--- src/rtl/legwin_pkg.sv ---
package legwin_pkg;

    localparam int NUM_WIN = 4;

    localparam int CB_DIS   = 15;
    localparam int CB_ALIAS = 5;

    localparam logic [15:0] CTRL_RST = 16'h907F;

    typedef enum logic [1:0] {
        WIN_FM   = 2'd0,
        WIN_DSP  = 2'd1,
        WIN_MIDI = 2'd2,
        WIN_GAME = 2'd3
    } win_e;

    typedef enum logic [2:0] {
        REG_CTRL = 3'd0,
        REG_FM   = 3'd1,
        REG_DSP  = 3'd2,
        REG_MIDI = 3'd3,
        REG_GAME = 3'd4
    } reg_e;

    typedef struct packed {
        logic               dis;
        logic               alias10;
        logic [NUM_WIN-1:0] en;
    } ctrl_t;

    // log2 of each window's byte length
    function automatic int win_lg2(input int idx);
        case (idx)
            0:       return 2;
            1:       return 4;
            2:       return 1;
            default: return 0;
        endcase
    endfunction

    function automatic logic [15:0] base_rst(input int idx);
        case (idx)
            0:       return 16'h0388;
            1:       return 16'h0220;
            2:       return 16'h0330;
            default: return 16'h0201;
        endcase
    endfunction

    function automatic ctrl_t ctrl_unpack(input logic [15:0] w);
        ctrl_t c;
        c.dis     = w[CB_DIS];
        c.alias10 = w[CB_ALIAS];
        c.en      = w[NUM_WIN-1:0];
        return c;
    endfunction

endpackage

--- src/rtl/legwin_regs.sv ---
module legwin_regs
    import legwin_pkg::*;
#(
    parameter int ADDR_W = 16
) (
    input  logic                            clk,
    input  logic                            rst,
    input  logic                            wr_en,
    input  logic [2:0]                      wr_sel,
    input  logic [ADDR_W-1:0]               wr_data,
    output ctrl_t                           ctrl_o,
    output logic [NUM_WIN-1:0][ADDR_W-1:0]  base_o
);

    ctrl_t ctrl_q;

    always_ff @(posedge clk) begin
        if (rst) begin
            ctrl_q <= ctrl_unpack(CTRL_RST);
        end else if (wr_en && wr_sel == REG_CTRL) begin
            ctrl_q <= ctrl_unpack(wr_data[15:0]);
        end
    end

    for (genvar i = 0; i < NUM_WIN; i++) begin : g_base
        logic [ADDR_W-1:0] base_q;
        always_ff @(posedge clk) begin
            if (rst) begin
                base_q <= ADDR_W'(base_rst(i));
            end else if (wr_en && wr_sel == 3'(i + 1)) begin
                base_q <= wr_data;
            end
        end
        assign base_o[i] = base_q;
    end

    assign ctrl_o = ctrl_q;

endmodule

--- src/rtl/legwin_match.sv ---
module legwin_match #(
    parameter int ADDR_W  = 16,
    parameter int ALIAS_W = 10,
    parameter int LG2     = 2
) (
    input  logic [ADDR_W-1:0] addr,
    input  logic [ADDR_W-1:0] base,
    input  logic              alias10,
    output logic              hit
);

    logic [ADDR_W-1:0] cmp_mask;

    always_comb begin
        for (int b = 0; b < ADDR_W; b++) begin
            cmp_mask[b] = (b >= LG2) && (!alias10 || b < ALIAS_W);
        end
    end

    assign hit = (((addr ^ base) & cmp_mask) == '0);

endmodule

--- src/rtl/legwin_prio.sv ---
module legwin_prio
    import legwin_pkg::*;
#(
    parameter int OFS_W = 4
) (
    input  logic [NUM_WIN-1:0] req,
    input  logic [OFS_W-1:0]   addr_lo,
    output logic [NUM_WIN-1:0] sel,
    output logic [OFS_W-1:0]   ofs
);

    logic [NUM_WIN-1:0][OFS_W-1:0] ofs_mask;

    for (genvar i = 0; i < NUM_WIN; i++) begin : g_mask
        assign ofs_mask[i] = OFS_W'((1 << win_lg2(i)) - 1);
    end

    always_comb begin
        logic found;
        found = 1'b0;
        sel   = '0;
        ofs   = '0;
        for (int i = 0; i < NUM_WIN; i++) begin
            if (req[i] && !found) begin
                found  = 1'b1;
                sel[i] = 1'b1;
                ofs    = addr_lo & ofs_mask[i];
            end
        end
    end

endmodule

--- src/rtl/legwin_decode.sv ---
module legwin_decode
    import legwin_pkg::*;
#(
    parameter int ADDR_W  = 16,
    parameter int ALIAS_W = 10,
    parameter int OFS_W   = 4
) (
    input  logic              clk,
    input  logic              rst,
    input  logic              wr_en,
    input  logic [2:0]        wr_sel,
    input  logic [ADDR_W-1:0] wr_data,
    input  logic              io_valid,
    input  logic [ADDR_W-1:0] io_addr,
    output logic [NUM_WIN-1:0] dev_sel,
    output logic [OFS_W-1:0]  offset,
    output logic              claim
);

    ctrl_t                          ctrl_q;
    logic [NUM_WIN-1:0][ADDR_W-1:0] base_q;
    logic [NUM_WIN-1:0]             hit;
    logic [NUM_WIN-1:0]             req;

    legwin_regs #(.ADDR_W(ADDR_W)) u_regs (
        .clk     (clk),
        .rst     (rst),
        .wr_en   (wr_en),
        .wr_sel  (wr_sel),
        .wr_data (wr_data),
        .ctrl_o  (ctrl_q),
        .base_o  (base_q)
    );

    for (genvar i = 0; i < NUM_WIN; i++) begin : g_win
        legwin_match #(
            .ADDR_W  (ADDR_W),
            .ALIAS_W (ALIAS_W),
            .LG2     (win_lg2(i))
        ) u_match (
            .addr    (io_addr),
            .base    (base_q[i]),
            .alias10 (ctrl_q.alias10),
            .hit     (hit[i])
        );
        assign req[i] = io_valid && !ctrl_q.dis && ctrl_q.en[i] && hit[i];
    end

    legwin_prio #(.OFS_W(OFS_W)) u_prio (
        .req     (req),
        .addr_lo (io_addr[OFS_W-1:0]),
        .sel     (dev_sel),
        .ofs     (offset)
    );

    assign claim = |dev_sel;

endmodule

--- config.mk ---
export PLATFORM = sky130hd
export DESIGN_NAME = legwin_decode
export DESIGN_NICKNAME = d
export VERILOG_FILES = /design/src/rtl/legwin_pkg.sv /design/src/rtl/legwin_regs.sv /design/src/rtl/legwin_match.sv /design/src/rtl/legwin_prio.sv /design/src/rtl/legwin_decode.sv
export SDC_FILE = /design/constraint.sdc
export NUM_CORES = 1
export LEC_CHECK = 0
export ABC_AREA = 1
export BUFFER_PORTS_ARGS = -buffer_cell sky130_fd_sc_hd__buf_2
export CORE_UTILIZATION = 28
export CTS_BUF_LIST = sky130_fd_sc_hd__clkbuf_2
export CTS_CLUSTER_SIZE = 40
export DETAILED_ROUTE_END_ITERATION = 7
export GPL_TIMING_DRIVEN = 0
export MAX_ROUTING_LAYER = met4
export SLEW_MARGIN = 20
export SYNTH_ARGS = -nofsm -noshare
export SYNTH_HDL_FRONTEND = slang
export SYNTH_SLANG_ARGS = --single-unit
export TNS_END_PERCENT = 1
--- constraint.sdc ---
create_clock -name clk -period 1.4 [get_ports clk]
set_input_delay 0.21 -clock clk [delete_from_list [all_inputs] [get_ports clk]]
set_output_delay 0.21 -clock clk [all_outputs]
set_load 0.05 [all_outputs]
Word level (Yosys, flattened, before mapping)
Cells that the tools add are included.

Reductions and logical operators: 28. Bitwise operators: 8. Equality and inequality tests: 4. Multiplexer cells: 10.

Operators with widths (count): bitwise AND 16 bit (4); zero test 16 bit (4); XOR 16 bit (4); logical AND 1 bit (17); 2-to-1 mux 4 bit (3); equality test 3 x 2 -> 1 bit, second input constant (2); 2-to-1 mux 1 bit (6); zero test 1 bit (5); OR reduction 4 bit (1); equality test 3 x 1 -> 1 bit, second input constant (1); equality test 3 bit, second input constant (1); zero test 3 bit (1); 2-to-1 mux 2 bit (1).

Input bits: 39. Word-level logic and storage cells: 57. Bits in registers: 70.

Logic depth before layout (Yosys ltp)
Depth in word-level cells: 15. Depth in mapped cells: 11. Mapped depth without buffers: 10.

Hierarchy
A second synthesis with hierarchy kept.

Cells, all modules: 700. Area, all modules: 4053.9 µm².

By module, submodules not included: legwin_regs (cells an instance 394, instances 1, sequential area each 1401.3 µm², area each 2771.4 µm²); legwin_match (g_win[3].u_match) (cells an instance 76, instances 1, sequential area each 0.0 µm², area each 317.8 µm²); legwin_match (g_win[2].u_match) (cells an instance 71, instances 1, sequential area each 0.0 µm², area each 302.8 µm²); legwin_match (g_win[0].u_match) (cells an instance 72, instances 1, sequential area each 0.0 µm², area each 296.5 µm²); legwin_match (g_win[1].u_match) (cells an instance 56, instances 1, sequential area each 0.0 µm², area each 237.7 µm²); legwin_prio (cells an instance 18, instances 1, sequential area each 0.0 µm², area each 76.3 µm²); legwin_decode (cells an instance 13, instances 1, sequential area each 0.0 µm², area each 51.3 µm²).

Worst setup path before layout
No wires, ideal clock.

Path kind: reg2out. Start: register, netlist name u_regs.ctrl_o[5]. End: output port offset[1]. Cell stages (with the launch flop): 10. Data arrival time: 1.590 ns. Path slack: -0.400 ns. Cell sequence: dfxtp_1 nor2_2 nand2_1 nor2_1 nand2_1 nor2_1 nand2_1 nand2_1 inv_2 nor2_1.

Longest elaborated chain between the ends: 14. Elaborated cells between the ends (all ways): 23. Those cells by class: mux: 7; reduce/logical: 16.

Ends and longest elaborated chain: zero test 1 bit * (line legwin_decode.sv:46) `assign req[i] = io_valid && !ctrl_q.dis && ctrl_q.en[i] && hit[i];`; logical AND 1 bit * (line legwin_decode.sv:46); logical AND 1 bit (2 in a row) (line legwin_decode.sv:46); 2-to-1 mux 1 bit (line legwin_prio.sv:24) `if (req[i] && !found) begin`; zero test 1 bit (line legwin_prio.sv:24); logical AND 1 bit (line legwin_prio.sv:24); 2-to-1 mux 1 bit (line legwin_prio.sv:24); zero test 1 bit (line legwin_prio.sv:24); logical AND 1 bit (line legwin_prio.sv:24); 2-to-1 mux 1 bit (line legwin_prio.sv:24); zero test 1 bit (line legwin_prio.sv:24); logical AND 1 bit (line legwin_prio.sv:24); 2-to-1 mux 4 bit * (line legwin_prio.sv:24); end, declared (line legwin_decode.sv:16) `output logic [OFS_W-1:0] offset,`.

Mark *: on every way between the ends. The rest lies on a longest branch, timed or not.

Final worst setup path
Start: register, netlist name u_regs.ctrl_o[5]. End: output port offset[1].

Longest elaborated chain between the ends: 14. Elaborated cells between the ends (all ways): 23. Those cells by class: mux: 7; reduce/logical: 16.

Ends and longest elaborated chain (line): zero test 1 bit * (legwin_decode.sv:46); logical AND 1 bit * (legwin_decode.sv:46); logical AND 1 bit (2 in a row) (legwin_decode.sv:46); 2-to-1 mux 1 bit (legwin_prio.sv:24); zero test 1 bit (legwin_prio.sv:24); logical AND 1 bit (legwin_prio.sv:24); 2-to-1 mux 1 bit (legwin_prio.sv:24); zero test 1 bit (legwin_prio.sv:24); logical AND 1 bit (legwin_prio.sv:24); 2-to-1 mux 1 bit (legwin_prio.sv:24); zero test 1 bit (legwin_prio.sv:24); logical AND 1 bit (legwin_prio.sv:24); 2-to-1 mux 4 bit * (legwin_prio.sv:24).

Marked as above.

==> metrics.txt <==
# TYPE chip_impl_metric gauge
chip_impl_metric{name="finClkSkew",unit="ns"} 0
chip_impl_metric{name="core_area",unit="µm²"} 10900
chip_impl_metric{name="power.total",unit="mW"} 3.51
chip_impl_info{name="layout_commonest_cell",value="nand2_1"} 1
chip_impl_metric{name="p_seq_share",unit="%"} 54.1
chip_impl_metric{name="power.internal",unit="mW"} 2.46
chip_impl_info{name="crit-reg2reg-launch",value="u_regs.ctrl_o[4]"} 1
chip_impl_metric{name="final_design_area_no_fill",unit="µm²"} 4020
chip_impl_metric{name="clkTransAtPathRegs",unit="ns"} 0.19
chip_impl_metric{name="overflow",unit=""} 0
chip_impl_metric{name="timing.fmax",unit="GHz"} 0.479
chip_impl_info{name="grt_setup_unrepaired",value="true"} 1
chip_impl_metric{name="slew_viol_final",unit=""} 0
chip_impl_info{name="crit_type",value="register to primary output"} 1
chip_impl_info{name="result_of_the_run",value="complete, but fails checks"} 1
chip_impl_info{name="synth_area_leader_cell",value="dfxtp_1"} 1
chip_impl_metric{name="area_share_of_the_leading_cell_type_in_the_synthesized_netlist",unit="%"} 39.7
chip_impl_metric{name="cap_viol_max_count",unit=""} 0
chip_impl_info{name="final_cell_mix",value="nand2_1 (125), nor2_1 (59), dfxtp_1 (48), buf_2 (47), inv_1 (40)"} 1
chip_impl_metric{name="setup-violations-final",unit=""} 9
chip_impl_metric{name="timing.setup.tns",unit="ns"} -5.67
chip_impl_metric{name="remaining_drc_errors",unit=""} 0
chip_impl_metric{name="avgRoutedWirePerCell",unit="µm"} 14.2
chip_impl_metric{name="hold_slack",unit="ns"} 0.0305
chip_impl_metric{name="p_leak",unit="nW"} 1.84
chip_impl_metric{name="row_cnt",unit=""} 38
chip_impl_metric{name="die-height",unit="µm"} 108
chip_impl_info{name="clock-root-buffer",value="clkbuf_2"} 1
chip_impl_metric{name="drt-total-wl",unit="µm"} 10000
chip_impl_metric{name="finish.utilization",unit="%"} 36.7
chip_impl_metric{name="cts-buffers-inserted",unit=""} 9
chip_impl_metric{name="place_congestion",unit=""} 0.870
chip_impl_metric{name="synth-seq-area-share",unit="%"} 39.7
chip_impl_info{name="cts_tree",value="built"} 1
chip_impl_metric{name="reg2regPathDepth",unit=""} 2
chip_impl_metric{name="postLayoutSetupSlackWorst",unit="ns"} -0.686
chip_impl_metric{name="pwr-share-clk",unit="%"} 30.4
chip_impl_metric{name="hold_viol",unit=""} 0
chip_impl_metric{name="layout.area.seq",unit="µm²"} 1280
chip_impl_info{name="startpoint",value="u_regs.ctrl_o[5]"} 1
chip_impl_metric{name="irDropWorstVdd",unit="V"} 0.000443
chip_impl_metric{name="maximum_root_to_sink_buffer_count",unit=""} 2
chip_impl_metric{name="number_of_antenna_violations_at_the_first_check_in_global_routing",unit=""} 1
chip_impl_metric{name="antenna_left",unit=""} 0
chip_impl_metric{name="die_x",unit="µm"} 108
chip_impl_metric{name="first_global_vias",unit=""} 2982
chip_impl_metric{name="clock_insertion_delay_at_the_later_pin_of_the_skew_report",unit="ns"} 0.49
chip_impl_metric{name="layout-area-overhead-vs-synth",unit="%"} 26.4
chip_impl_metric{name="power_per_cell_area",unit="nW/µm²"} 874
chip_impl_metric{name="finalNetCount",unit=""} 597
chip_impl_metric{name="ioPinCount",unit=""} 48
chip_impl_metric{name="total_cell_area_at_the_placement_stage",unit="µm²"} 3600
chip_impl_metric{name="timing.max_slew.rel_slack",unit="%"} 60.5
chip_impl_info{name="postSynth.topFlopCell",value="dfxtp_1"} 1
chip_impl_metric{name="largest_net_degree_at_the_start_of_global_routing",unit=""} 11
chip_impl_metric{name="netlist-cell-type-count",unit=""} 22
chip_impl_metric{name="cp.required",unit="ns"} 1.19
chip_impl_metric{name="cp_max_fo",unit=""} 4
chip_impl_metric{name="numPortBuffers",unit=""} 46
chip_impl_metric{name="avgViaCountPerCell",unit=""} 4.69
chip_impl_info{name="post_synth_main_area_contributors",value="dfxtp_1 (40%), nand2_1 (16%), nor2_1 (8.6%)"} 1
chip_impl_metric{name="wire_length_of_the_first_global_routing_pass",unit="µm"} 15500
chip_impl_info{name="startpoint_class_of_the_critical_path",value="register"} 1
chip_impl_metric{name="cts_sinks",unit=""} 63
chip_impl_metric{name="vias",unit=""} 3299
chip_impl_info{name="hold_start",value="wr_data[15]"} 1
chip_impl_metric{name="mappedNetlistNets",unit=""} 527
chip_impl_metric{name="syn-mean-instance-area",unit="µm²"} 6.51
chip_impl_metric{name="multi_input_area",unit="µm²"} 1730
chip_impl_metric{name="switchingPower",unit="mW"} 1.05
chip_impl_metric{name="critical_path_arrival",unit="ns"} 1.88
chip_impl_info{name="failed_checks",value="negative setup slack"} 1
chip_impl_metric{name="stdcell_count",unit=""} 703
chip_impl_metric{name="detailedPlace.worstSlack",unit="ns"} -0.397
chip_impl_metric{name="design.die.area",unit="µm²"} 11800
chip_impl_metric{name="grt_use_total",unit="%"} 18.4
chip_impl_metric{name="cts-htree-levels",unit=""} 3
chip_impl_metric{name="drive_gt1_share",unit="%"} 26.7
chip_impl_metric{name="ys_ff_latch",unit=""} 63
chip_impl_info{name="critPathCaptureType",value="primary output"} 1
chip_impl_metric{name="synth_edf_count",unit=""} 0
chip_impl_metric{name="power.switching_fraction",unit="%"} 29.8
chip_impl_metric{name="yosys_warning_count",unit=""} 0
chip_impl_info{name="min-delay-path-class",value="input pin to register"} 1
chip_impl_metric{name="post-place-cells",unit=""} 674
chip_impl_metric{name="syn_area",unit="µm²"} 3180
chip_impl_metric{name="comb_power_share",unit="%"} 15.5
chip_impl_metric{name="fin_crit",unit="ns"} 2.09
chip_impl_metric{name="worst_slew_pin_slew",unit="ns"} 0.593
chip_impl_metric{name="hpwl",unit="µm"} 7370
chip_impl_metric{name="synth_cells",unit=""} 488
chip_impl_metric{name="layout_worst_path_cycle_share",unit="%"} 149
chip_impl_metric{name="initial_utilization",unit="%"} 29.0
chip_impl_metric{name="hold_path_depth",unit=""} 3
chip_impl_metric{name="detailedRoute.firstIterationViolations",unit=""} 217
chip_impl_metric{name="post_synthesis_async_set_or_reset_flop_share",unit="%"} 0
chip_impl_metric{name="fillerInstances",unit=""} 1189
chip_impl_metric{name="drt_first_pass_iters",unit=""} 5
## flip-flops by register name, indices dropped and copies added (netlist names)
| register | count |
|---|---|
| u_regs.ctrl_o | 6 |
| u_regs.g_base.base_q | 57 |
## layout make-up
type                    count  area share [%]
diodes                      1          0.0623
flip-flops and latches     63            31.9
multi-input cells         349            43.2
clock inverters             5            1.25
clock buffers              10            1.25
repair buffers             59            10.3
well taps                 140            4.36
inverters                  60            5.61
plain buffers              16            2.06
## worst paths after layout
kind	endpoint	slack, ns
worst min register to register	u_regs.g_base[2].base_q[1]	0.48
worst max register to register	u_regs.ctrl_o[4]	0.70
worst max-delay path	offset[1]	-0.69
worst min-delay path	u_regs.ctrl_o[5]	0.03
## power by group through the flow
stage	Combinational, mW	Sequential, mW	Clock [mW]
floorplan	0.297	1.92	0
global placement	0.489	1.93	0
detailed placement	0.498	1.93	0
CTS	0.531	1.90	1.08
global route	0.606	1.91	1.16
finish	0.546	1.90	1.07
## worst max-delay path, cell delays in order, from the launching register on
cell and delay [ns]:
dfxtp_2 0.38, nor2_4 0.13, nand2_2 0.07, nor2_1 0.08, nand2_1 0.09, nor2_4 0.14
nand2_2 0.10, nand2_2 0.09, inv_2 0.05, nor2_4 0.09, buf_8 0.15
## cells in the mapped netlist (5+ instances only)
master / n
a21oi_1: 22
a21oi_2: 6
nor2_1: 73
inv_1: 40
clkbuf_1: 5
dfxtp_1: 63
nand3_1: 26
o21ai_0: 33
xnor2_1: 9
nand2_1: 133
inv_2: 20
buf_2: 10
xor2_1: 9
o21ai_1: 28
## routing by layer
layer | up-vias | global-route usage [%] | part of all wire (%)
met3 | 17 | 2.71 | 5.1
li1 | 1673 | - | -
met4 | 0 | 7.24 | 2.0
met1 | 1505 | 23.7 | 46
met2 | 104 | 29.1 | 47
met5 | - | - | 0
## kinds of logic (layout without fill, tap and decap cells)
logic type,Yosys count,after routing,share of synthesized area [%]
xor+xnor,18,18,4.96
buf+inv,76,150,9.61
simple gates,238,238,30.1
flops,63,63,39.7
compound gates,93,93,15.6
other cells,0,1,0
## what timing repair did
| item | in CTS | in global routing |
|---|---|---|
| pin swaps | 15 | 10 |
| setup endpoints to repair | 9 | 12 |
| buffers inserted | 0 | 2 |
| gates resized for setup | 39 | 28 |
| hold endpoints to repair | 23 | 0 |
| hold buffers | 11 | 0 |
No activity file was read; power rests on OpenSTA's default activity.
